`src/rtl/sirPcPkg.sv`:
```
package sirPcPkg;
  localparam int FRAME_BITS = 10;  // start + 8 data + stop
  localparam int DATA_BITS  = 8;

  // strobes from control to datapath
  typedef struct packed {
    logic txLoad;      // capture a new byte
    logic txShift;     // advance to next slot
    logic txWin;       // inside the pulse window of the current slot
    logic rxMidStart;  // middle of start slot
    logic rxMidData;   // middle of a data slot
    logic rxMidStop;   // middle of stop slot
  } sirStrobe_t;
endpackage

```
`src/rtl/sirPcCtrl.sv`:
```
module sirPcCtrl import sirPcPkg::*; #(
  parameter int BASE_CLKS  = 416,
  parameter int PULSE_UNIT = 8
) (
  input  logic        clk,
  input  logic        rstN,
  input  logic [15:0] cfgWord,
  input  logic        txValid,
  input  logic        rxEdge,
  output logic        txReady,
  output logic        cfgValid,
  output logic        cfgError,
  output sirStrobe_t  strobe
);
  localparam int TW = $clog2(BASE_CLKS * 64 + PULSE_UNIT * 32 + 1);
  localparam int IW = $clog2(FRAME_BITS);
  localparam logic [IW-1:0] LAST_IDX = IW'(FRAME_BITS - 1);

  logic [5:0]    divCode;
  logic [4:0]    pwCode;
  logic [TW-1:0] periodC, pulseC, periodR, pulseR, halfR;
  logic          divOk, errC, okR, errR;

  assign divCode = cfgWord[15:10];
  assign pwCode  = cfgWord[9:5];

  always_comb begin
    divOk   = (divCode == 6'd0) || (divCode == 6'd1) || (divCode == 6'd2) ||
              (divCode == 6'd5) || (divCode == 6'd11);
    periodC = TW'(BASE_CLKS) * (TW'(divCode) + TW'(1));
    pulseC  = TW'(PULSE_UNIT) * TW'(pwCode);
    errC    = !divOk || (pwCode == 5'd0) || (pulseC >= periodC);
  end

  always_ff @(posedge clk or negedge rstN) begin
    if (!rstN) begin
      okR <= 1'b0; errR <= 1'b0;
      periodR <= '0; pulseR <= '0; halfR <= '0;
    end else begin
      okR <= !errC; errR <= errC;
      periodR <= periodC; pulseR <= pulseC; halfR <= periodC >> 1;
    end
  end

  assign cfgValid = okR;
  assign cfgError = errR;

  // transmit slot timing
  logic          txActive, txEnd;
  logic [TW-1:0] txTmr;
  logic [IW-1:0] txIdx;

  assign txEnd   = (txTmr == periodR - TW'(1));
  assign txReady = okR & ~txActive;

  always_ff @(posedge clk or negedge rstN) begin
    if (!rstN) begin
      txActive <= 1'b0; txTmr <= '0; txIdx <= '0;
    end else if (!okR) begin
      txActive <= 1'b0;
    end else if (txValid && txReady) begin
      txActive <= 1'b1; txTmr <= '0; txIdx <= '0;
    end else if (txActive) begin
      if (txEnd) begin
        txTmr <= '0;
        if (txIdx == LAST_IDX) txActive <= 1'b0;
        else                   txIdx <= txIdx + IW'(1);
      end else begin
        txTmr <= txTmr + TW'(1);
      end
    end
  end

  // receive slot timing, aligned on the start pulse edge
  logic          rxActive, rxMid;
  logic [TW-1:0] rxTmr;
  logic [IW-1:0] rxIdx;

  assign rxMid = rxActive & (rxTmr == halfR);

  always_ff @(posedge clk or negedge rstN) begin
    if (!rstN) begin
      rxActive <= 1'b0; rxTmr <= '0; rxIdx <= '0;
    end else if (!okR) begin
      rxActive <= 1'b0;
    end else if (!rxActive) begin
      if (rxEdge) begin
        rxActive <= 1'b1; rxTmr <= '0; rxIdx <= '0;
      end
    end else if (rxMid && rxIdx == LAST_IDX) begin
      rxActive <= 1'b0;
    end else if (rxTmr == periodR - TW'(1)) begin
      rxTmr <= '0; rxIdx <= rxIdx + IW'(1);
    end else begin
      rxTmr <= rxTmr + TW'(1);
    end
  end

  always_comb begin
    strobe.txLoad     = txValid & txReady;
    strobe.txShift    = txActive & txEnd;
    strobe.txWin      = txActive & (txTmr < pulseR);
    strobe.rxMidStart = rxMid & (rxIdx == '0);
    strobe.rxMidData  = rxMid & (rxIdx != '0) & (rxIdx != LAST_IDX);
    strobe.rxMidStop  = rxMid & (rxIdx == LAST_IDX);
  end
endmodule

```
`src/rtl/sirPcDatapath.sv`:
```
module sirPcDatapath import sirPcPkg::*; #(
  parameter int SYNC_STAGES = 2
) (
  input  logic                 clk,
  input  logic                 rstN,
  input  sirStrobe_t           strobe,
  input  logic [DATA_BITS-1:0] txData,
  input  logic                 invTx,
  input  logic                 invRx,
  input  logic                 irRx,
  output logic                 irTx,
  output logic                 rxEdge,
  output logic                 rxValid,
  output logic [DATA_BITS-1:0] rxData,
  output logic                 rxErr
);
  // transmit shift register, LSB is the current slot
  logic [FRAME_BITS-1:0] txSh;

  always_ff @(posedge clk or negedge rstN) begin
    if (!rstN)                txSh <= '1;
    else if (strobe.txLoad)   txSh <= {1'b1, txData, 1'b0};
    else if (strobe.txShift)  txSh <= {1'b1, txSh[FRAME_BITS-1:1]};
  end

  assign irTx = invTx ^ (strobe.txWin & ~txSh[0]);

  // receive: synchronize, detect light onset, latch it per slot
  logic [SYNC_STAGES-1:0] syncQ;
  logic                   prevQ, seen;
  logic [DATA_BITS-1:0]   rxSh;

  always_ff @(posedge clk or negedge rstN) begin
    if (!rstN) begin
      syncQ <= '0; prevQ <= 1'b0;
    end else begin
      syncQ <= {syncQ[SYNC_STAGES-2:0], irRx ^ invRx};
      prevQ <= syncQ[SYNC_STAGES-1];
    end
  end

  assign rxEdge = syncQ[SYNC_STAGES-1] & ~prevQ;

  always_ff @(posedge clk or negedge rstN) begin
    if (!rstN) begin
      seen <= 1'b0; rxSh <= '0;
      rxValid <= 1'b0; rxData <= '0; rxErr <= 1'b0;
    end else begin
      seen <= rxEdge |
              (seen & ~(strobe.rxMidStart | strobe.rxMidData | strobe.rxMidStop));
      if (strobe.rxMidData) rxSh <= {~seen, rxSh[DATA_BITS-1:1]};
      rxValid <= strobe.rxMidStop;
      if (strobe.rxMidStop) begin
        rxData <= rxSh;
        rxErr  <= seen;
      end
    end
  end
endmodule

```
`src/rtl/sirPulseCodec.sv`:
```
module sirPulseCodec import sirPcPkg::*; #(
  parameter int BASE_CLKS   = 416,
  parameter int PULSE_UNIT  = 8,
  parameter int SYNC_STAGES = 2
) (
  input  logic        clk,
  input  logic        rstN,
  input  logic [15:0] cfgWord,
  input  logic        invTx,
  input  logic        invRx,
  input  logic        txValid,
  input  logic [7:0]  txData,
  output logic        txReady,
  output logic        irTx,
  input  logic        irRx,
  output logic        rxValid,
  output logic [7:0]  rxData,
  output logic        rxErr,
  output logic        cfgValid,
  output logic        cfgError
);
  sirStrobe_t strobe;
  logic       rxEdge;

  sirPcCtrl #(.BASE_CLKS(BASE_CLKS), .PULSE_UNIT(PULSE_UNIT)) uCtrl (
    .clk(clk), .rstN(rstN), .cfgWord(cfgWord), .txValid(txValid),
    .rxEdge(rxEdge), .txReady(txReady), .cfgValid(cfgValid),
    .cfgError(cfgError), .strobe(strobe)
  );

  sirPcDatapath #(.SYNC_STAGES(SYNC_STAGES)) uDp (
    .clk(clk), .rstN(rstN), .strobe(strobe), .txData(txData),
    .invTx(invTx), .invRx(invRx), .irRx(irRx), .irTx(irTx),
    .rxEdge(rxEdge), .rxValid(rxValid), .rxData(rxData), .rxErr(rxErr)
  );
endmodule

```
`config.mk`:
```
export PLATFORM = sky130hd
export DESIGN_NAME = sirPulseCodec
export DESIGN_NICKNAME = d
export VERILOG_FILES = /design/src/rtl/sirPcPkg.sv /design/src/rtl/sirPcCtrl.sv /design/src/rtl/sirPcDatapath.sv /design/src/rtl/sirPulseCodec.sv
export SDC_FILE = /design/constraint.sdc
export NUM_CORES = 1
export LEC_CHECK = 0
export ABC_AREA = 1
export BUFFER_PORTS_ARGS = -buffer_cell sky130_fd_sc_hd__buf_2
export CAP_MARGIN = 20
export CELL_PAD_IN_SITES_DETAIL_PLACEMENT = 0
export CELL_PAD_IN_SITES_GLOBAL_PLACEMENT = 1
export CORE_ASPECT_RATIO = 0.5
export CORE_MARGIN = 8
export CORE_UTILIZATION = 45
export CTS_CLUSTER_DIAMETER = 60
export DETAILED_ROUTE_END_ITERATION = 7
export HOLD_SLACK_MARGIN = 0.08
export MAX_ROUTING_LAYER = met4
export PLACE_DENSITY_LB_ADDON = 0.1
export SLEW_MARGIN = 20
export SYNTH_ARGS = -nofsm -noshare
export SYNTH_HDL_FRONTEND = slang
export SYNTH_HIERARCHICAL = 1
export SYNTH_SLANG_ARGS = --single-unit
```
`constraint.sdc`:
```
create_clock -name clk -period 2.6 [get_ports clk]
set_input_delay 0.13 -clock clk [delete_from_list [all_inputs] [get_ports clk]]
set_output_delay 0.13 -clock clk [all_outputs]
set_load 0.01 [all_outputs]
```
==> results of run 1 <==
how the worst max path moves through the flow:
stage | start | to | slack, ns | depth (start not counted)
after floorplan | cfgWord[12] | uCtrl/cfgValid | 0.008 | 18
after global placement | cfgWord[10] | uCtrl/cfgError | -0.29 | 17
after detailed placement | cfgWord[10] | uCtrl/cfgError | -0.42 | 17
after CTS | uCtrl/txTmr[4] | irTx | 0.005 | 10
after global routing | cfgWord[10] | uCtrl/cfgError | -0.11 | 17
final | cfgWord[10] | uCtrl/periodR[14] | 0.03 | 16
cells in the mapped netlist, types with 3 or more instances:
library cell  number
nor2_1            76
or2_2              3
nor2_2             8
buf_6              4
nand3_1           57
a21oi_1           20
nor4_1             3
o21ai_0           21
o21ai_1            4
nor2_4             3
nand4_1           14
xnor2_1            7
nor3_1            11
o22ai_1            5
inv_1            112
ha_1              35
xor2_1            25
inv_2             10
dfstp_2            9
nand2_1          226
dfrtp_1           79
nand3b_1           6
nand2_4            3
fa_1               4
buf_2              5
routing by layer:
layer,up-vias,wire [um],GRT usage
met5,-,0,-
met4,0,201,0.05466
met3,18,364,0.03250
met2,72,6047,0.2878
met1,2332,7069,0.2297
li1,2598,-,-
per-stage QoR:
stage | hold WS, ns | setup slack, ns
2_1_floorplan | -0.1656 | 0.007674
4_1_cts | 0.1680 | 0.004670
3_3_place_gp | 0.1810 | -0.2907
5_1_grt | 0.2131 | -0.1058
6_report | 0.2110 | 0.02973
3_5_place_dp | 0.1904 | -0.4156
report_power, final:
part | internal, uW | switching (uW)
combinational | 554 | 686
clock | 872 | 552
sequential | 1540 | 177
sequential cells by signal, indices dropped and copies added (netlist names), 2 cells and up:
register	flops
uCtrl/txIdx	4
uDp/rxData	8
uDp/txSh	9
uDp/syncQ	2
uCtrl/periodR	10
uCtrl/txTmr	15
uCtrl/rxIdx	4
uCtrl/pulseR	5
uDp/rxSh	8
uCtrl/rxTmr	15
cell type report:
class | count | area (um2) | share of cell area
sequential | 88 | 2215 | 0.3145
inverter | 124 | 474.2 | 0.06734
timing repair buffer | 97 | 715.7 | 0.1016
multi-input combinational | 545 | 3094 | 0.4394
clock buffer | 10 | 239.0 | 0.03394
tap | 170 | 212.7 | 0.03021
clock inverter | 6 | 91.34 | 0.01297
cell usage in the layout (no fill, tap or decap), types with 3 or more instances in the layout:
master / count
a21oi_1: 18
buf_2: 34
buf_4: 42
clkbuf_16: 9
clkinvlp_4: 4
dfrtp_1: 78
dfstp_2: 9
dlygate4sd3_1: 16
fa_1: 3
ha_1: 30
ha_4: 5
inv_1: 108
inv_2: 13
nand2_1: 225
nand2_4: 4
nand3_1: 56
nand3_2: 3
nand3b_1: 6
nand4_1: 14
nor2_1: 75
nor2_2: 8
nor2_4: 4
nor3_1: 11
nor4_1: 3
o21ai_0: 21
o21ai_1: 4
o22ai_1: 5
or2_2: 3
xnor2_1: 7
xor2_1: 21
xor2_2: 4
what timing repair did:
item	4_1_cts	5_1_grt
hold buffers	16	0
resized for setup	2	16
setup endpoints to repair	3	4
endpoints found under the hold margin	58	0
setup buffers	0	2
pin swaps	0	10
logic make-up after synthesis:
| group | Yosys count | synth area share |
|---|---|---|
| fa+ha+maj | 39 | 0.09053 |
| mux | 1 | 0.001749 |
| flops | 88 | 0.3868 |
| compound gates | 56 | 0.05292 |
| buf+inv | 136 | 0.09709 |
| simple gates | 417 | 0.3219 |
| xor+xnor | 32 | 0.04898 |
critical path: cells and delay by family:
| kind | cells | cell delay (ns) |
|---|---|---|
| fa+ha+maj | 4 | 1.45 |
| simple gates | 4 | 0.43 |
| compound gates | 1 | 0.07 |
| xor+xnor | 1 | 0.13 |
| buf+inv | 6 | 0.58 |
==> metrics.csv, run 1 <==
metric,value,unit
Die Area,0.01680,mm2
Required @ worst endpoint,2.83,ns
min-delay src,cfgWord[15],
Setup Crit Path Kind,primary input to register,
"EDFF count, synth",0,
ant diodes,0,
setup TNS,0,ns
post-synth top area cell,dfrtp_1,
Post-Route Utilization,0.5609,
CTS sink count,88,
r2r setup slk,0.26,ns
GP Congestion,0.8504,
arrival time at the worst endpoint,2.80,ns
core box area,0.01255,mm2
Post-synth top flop,dfrtp_1,
register area share after synthesis,0.3868,
Worst slew margin,0.5982,
Finished Layout Cells,1040,
worst-skew pair later-pin latency,0.34,ns
critical path cell sequence,buf_12 -> clkinvlp_4 -> ha_4 -> ha_4 -> fa_1 -> inv_2 -> fa_2 -> nand3b_1 -> nand2_1 -> a21oi_1 -> nor2_1 -> nor2_1 -> xnor2_1 -> inv_1 -> buf_4 -> buf_4,
setup violators final,0,
initial antenna violation count,0,
Synth area leaders,"dfrtp_1 35%, nand2_1 15%, ha_1 7.7%, inv_1 7.3%, nand3_1 5.0%",
RSZ-0062 raised after global routing,true,
hold path depth,4,
Slew @ Worst Pin,0.6026,ns
Final Hold Violating Endpoints,0,
worst hold path class,primary input to register,
Final #Nets,934,
Initial Util,0.4558,
post-route ant nets,0,
Cell variety after synth,40,
share of cells above drive strength 1,0.1862,
drt drc,0,
Ports,44,
die height,95.74,um
Pins Over Slew Limit,0,
pin count of the biggest net entering global routing,46,
Clock Path Buffers,2,
area grow syn2layout,23.07,%
"FFs w/ async S/R, synth",1.000,
Initial DRC Count,238,
total CTS buffers,9,
startpoint types,primary input,
crit-path max FO,4,
Syn Area/Cell,7.440,um2
chip width,175.5,um
top-area cell type share of the netlist area,0.3455,
Tmin final,2.570,ns
Worst R2R Path Depth,15,
first-pass GRT wire length,23.62,mm
vias,5020,
Post-Route WL,13.68,mm
Port Buffers,38,
placed instance count,1006,
clk root buf,clkbuf_16,
reg2reg start,uCtrl/periodR[5],
Power Density,622.0,mW/mm2
crit share post-route,0.9886,
Max-Cap Viols,0,
vias in the first global route,5002,
synth warn,6,
Pwr Total,4380,uW
max incr delay on CP,0.56,ns
DRT Pass-1 Iters,4,
CTS tree,yes,
Filler cells,1193,
Gate Count Post-Synth,769,
fin area,0.007042,mm2
DP Wirelength,10.37,mm
Fmax,0.3891,GHz
FP Rows,29,
Worst-path clk slew,0.06,ns
Worst setup EP type,register,
Slowest cell on crit path,fa_1,
run status,finished clean,
Leak,0.003614,uW
"Remaining Overflow, GRT",0,
worst vdd ir,0.2849,mV
register bit total from synthesis,88,
Worst Clk Skew,0.01176,ns
DR WL/cell,13.16,um
DP Area,0.006464,mm2
hold endpoint,uCtrl/cfgValid,
Tot GR Track Use,0.1789,
cell area after synthesis,0.005722,mm2
RR Endpoint,uDp/txSh[6],
Post-Syn Nets,838,
Clock H-tree levels,3,
Vias per Instance,4.827,
Note: power is estimated with default switching activity, not from simulation.
==> run 2, diff against run 1 <==
Settings changed: ABC_AREA 1 to default.
==> run 2 against run 1 <==
Compared with the run above: the run now ends with negative setup slack left; first-iteration DRC count is 6.3% lower; setup slack worse by 0.18 ns; non-clock buffer count grew 47; sequential share of layout area shrank 2.9 points; synthesized cell count is 26% lower; clock skew shrank 0.0037 ns; combinational power rose by 18%; global-route usage decreased by 0.68 points; final cell count shrank 17%; area after synthesis fell by 3.7%; clock-buffer cell count unchanged; critical endpoint is now uCtrl/txIdx[0].
==> metrics.csv, run 2 <==
metric,value,unit
Regs by FF count,"uCtrl/rxTmr x15, uCtrl/txTmr x15, uCtrl/periodR x10",
Post-synth top flop,dfrtp_1,
Clock H-tree levels,3,
"EDFF count, synth",0,
ant diodes,0,
Finished Layout Cells,864,
Worst-path clk slew,0.07,ns
total CTS buffers,9,
DRT Pass-1 Iters,4,
Initial Util,0.4642,
setup violators final,35,
cell area after synthesis,0.005513,mm2
share of cells above drive strength 1,0.4020,
Cell variety after synth,67,
worst hold path class,primary input to register,
DR WL/cell,15.53,um
Post-Syn Nets,635,
Max-Cap Viols,0,
Slowest cell on crit path,dfrtp_2,
failing checks,negative setup slack,
Slew @ Worst Pin,0.7842,ns
register area share after synthesis,0.4015,
area grow syn2layout,40.74,%
initial antenna violation count,0,
Worst setup EP type,register,
vias,4499,
CP Buf/Inv Count,5,
pin count of the biggest net entering global routing,57,
Worst Clk Skew,0.008110,ns
top cell family by delay on the critical path,simple AND/OR/NAND/NOR gates,
Final Hold Violating Endpoints,0,
reg2reg start,uCtrl/periodR[5],
Post-Route Utilization,0.6533,
Leak,0.003475,uW
max incr delay on CP,0.44,ns
post-synth top area cell,dfrtp_1,
Vias per Instance,5.207,
CP most frequent cell,buf_6,
critical path cell sequence,buf_6 -> or3_4 -> buf_6 -> or3_4 -> a21oi_2 -> a41oi_2 -> nor4_2 -> buf_4 -> buf_6 -> buf_8 -> nor2b_4 -> o211ai_1,
first-pass GRT wire length,22.50,mm
hold endpoint,uCtrl/txActive,
CTS sink count,88,
register bit total from synthesis,88,
Required @ worst endpoint,2.83,ns
Gate Count Post-Synth,566,
RR Endpoint,uCtrl/txIdx[0],
vias in the first global route,4613,
Synth top cells by count,"79 x dfrtp_1, 45 x inv_1, 41 x nand2_1",
"commonest non-fill, non-tap cells in the layout","78 x dfrtp_1, 74 x buf_4, 41 x nand2_1",
placed instance count,811,
post-route ant nets,0,
top-area cell type share of the netlist area,0.3586,
startpoint types,register,
most numerous cell in the Yosys netlist,dfrtp_1,
RSZ-0062 raised after global routing,true,
CTS tree,yes,
"Remaining Overflow, GRT",0,
metal2 WL,6.068,mm
run status,"finished, violations left",
Initial DRC Count,223,
synth warn,6,
met3 WL,422,um
Worst slew margin,0.4772,
worst-skew pair later-pin latency,0.34,ns
Fmax,0.3633,GHz
min-delay src,txValid,
Final #Nets,763,
Tmin final,2.753,ns
top routing layer used,met4,
core box area,0.01188,mm2
"FFs w/ async S/R, synth",1.000,
Power Density,572.6,mW/mm2
drt drc,0,
Tot GR Track Use,0.1721,
Setup Crit Path Kind,register to register,
Syn Area/Cell,9.740,um2
setup ws final,-0.1529,ns
worst vdd ir,0.3011,mV
DP Wirelength,9.221,mm
r2r setup slk,-0.15,ns
clk root buf,clkbuf_16,
Port Buffers,38,
"commonest non-fill, non-tap cell in the layout",dfrtp_1,
Post-Route WL,13.42,mm
Synth area leaders,"dfrtp_1 36%, ha_1 7.9%, xor2_1 5.4%, dfstp_2 4.3%, mux2_2 3.5%",
chip width,172.5,um
Ports,44,
FP Rows,28,
Die Area,0.01626,mm2
hold path depth,3,
crit-path max FO,8,
GP Congestion,0.8423,
setup TNS,-2.668,ns
arrival time at the worst endpoint,2.98,ns
Clock Path Buffers,2,
Worst R2R Path Depth,12,
metal1 wirelength,6.762,mm
die height,94.27,um
crit share post-route,1.059,
Pins Over Slew Limit,0,
==> run 2: stage by stage <==
stage / power (uW) / instance area [um2] / hold WS (ns) / setup slack (ns)
3_3_place_gp: 2852 / 6441 / 0.2607 / -0.6163
2_1_floorplan: 2363 / 5677 / -0.1656 / -0.4020
3_5_place_dp: 2861 / 6441 / 0.2606 / -0.6635
4_1_cts: 4346 / 7279 / 0.1406 / -0.2902
5_1_grt: 4707 / 7759 / 0.2078 / -0.2613
6_report: 4442 / 7759 / 0.2021 / -0.1529
==> run 2: where the power goes <==
group / total [uW] / internal (uW) / leakage (uW) / switching [uW]
clock: 1360 / 785 / 0.000151 / 577
sequential: 1630 / 1520 / 0.00114 / 106
combinational: 1460 / 750 / 0.00219 / 706
==> run 2: how the worst max path moves through the flow <==
stage / depth (start not counted) / end / slack [ns] / from
finish: 12 / uCtrl/txIdx[0] / -0.15 / uCtrl/periodR[5]
global route: 12 / uCtrl/txIdx[0] / -0.26 / uCtrl/periodR[5]
CTS: 11 / uCtrl/cfgValid / -0.29 / cfgWord[10]
detailed placement: 13 / uCtrl/cfgValid / -0.66 / cfgWord[11]
global placement: 11 / uCtrl/cfgValid / -0.62 / cfgWord[11]
floorplan: 10 / uCtrl/cfgValid / -0.40 / cfgWord[10]
==> run 2: cell families after synthesis <==
logic type	share of synthesized area
AO/OA/AOI/OAI	0.1183
XOR/XNOR	0.09147
adder cells (fa/ha/maj)	0.09396
buffers and inverters	0.05697
flip-flops	0.4015
multiplexers	0.05470
AND/OR/NAND/NOR	0.1832
==> run 2: cell type report <==
| cell class | count | area, um2 |
|---|---|---|
| repair buffers | 144 | 1157 |
| clock buffers | 10 | 239.0 |
| multi-input cells | 406 | 3691 |
| inverters | 45 | 175.2 |
| flip-flops and latches | 88 | 2215 |
| well taps | 165 | 206.4 |
| clock inverters | 6 | 75.07 |
| fillers | 957 | 4118 |
==> run 2: tightest hold or removal path, cell delays in order <==
cell	delay [ns]
buf_2	0.12
nand2_1	0.15
a31oi_4	0.10
==> run 2: per-layer routing <==
layer / vias to the layer above / GRT usage
met5: - / -
met4: 0 / 0.04170
met3: 15 / 0.03891
met2: 58 / 0.2715
met1: 2191 / 0.2229
li1: 2235 / -
==> run 2: repair_timing <==
action,4_1_cts,5_1_grt
gates resized for setup,60,81
cloned,1,1
setup buffers,12,9
setup endpoints to repair,44,54
hold endpoints to repair,60,0
hold buffers,16,0
pin swaps,29,37
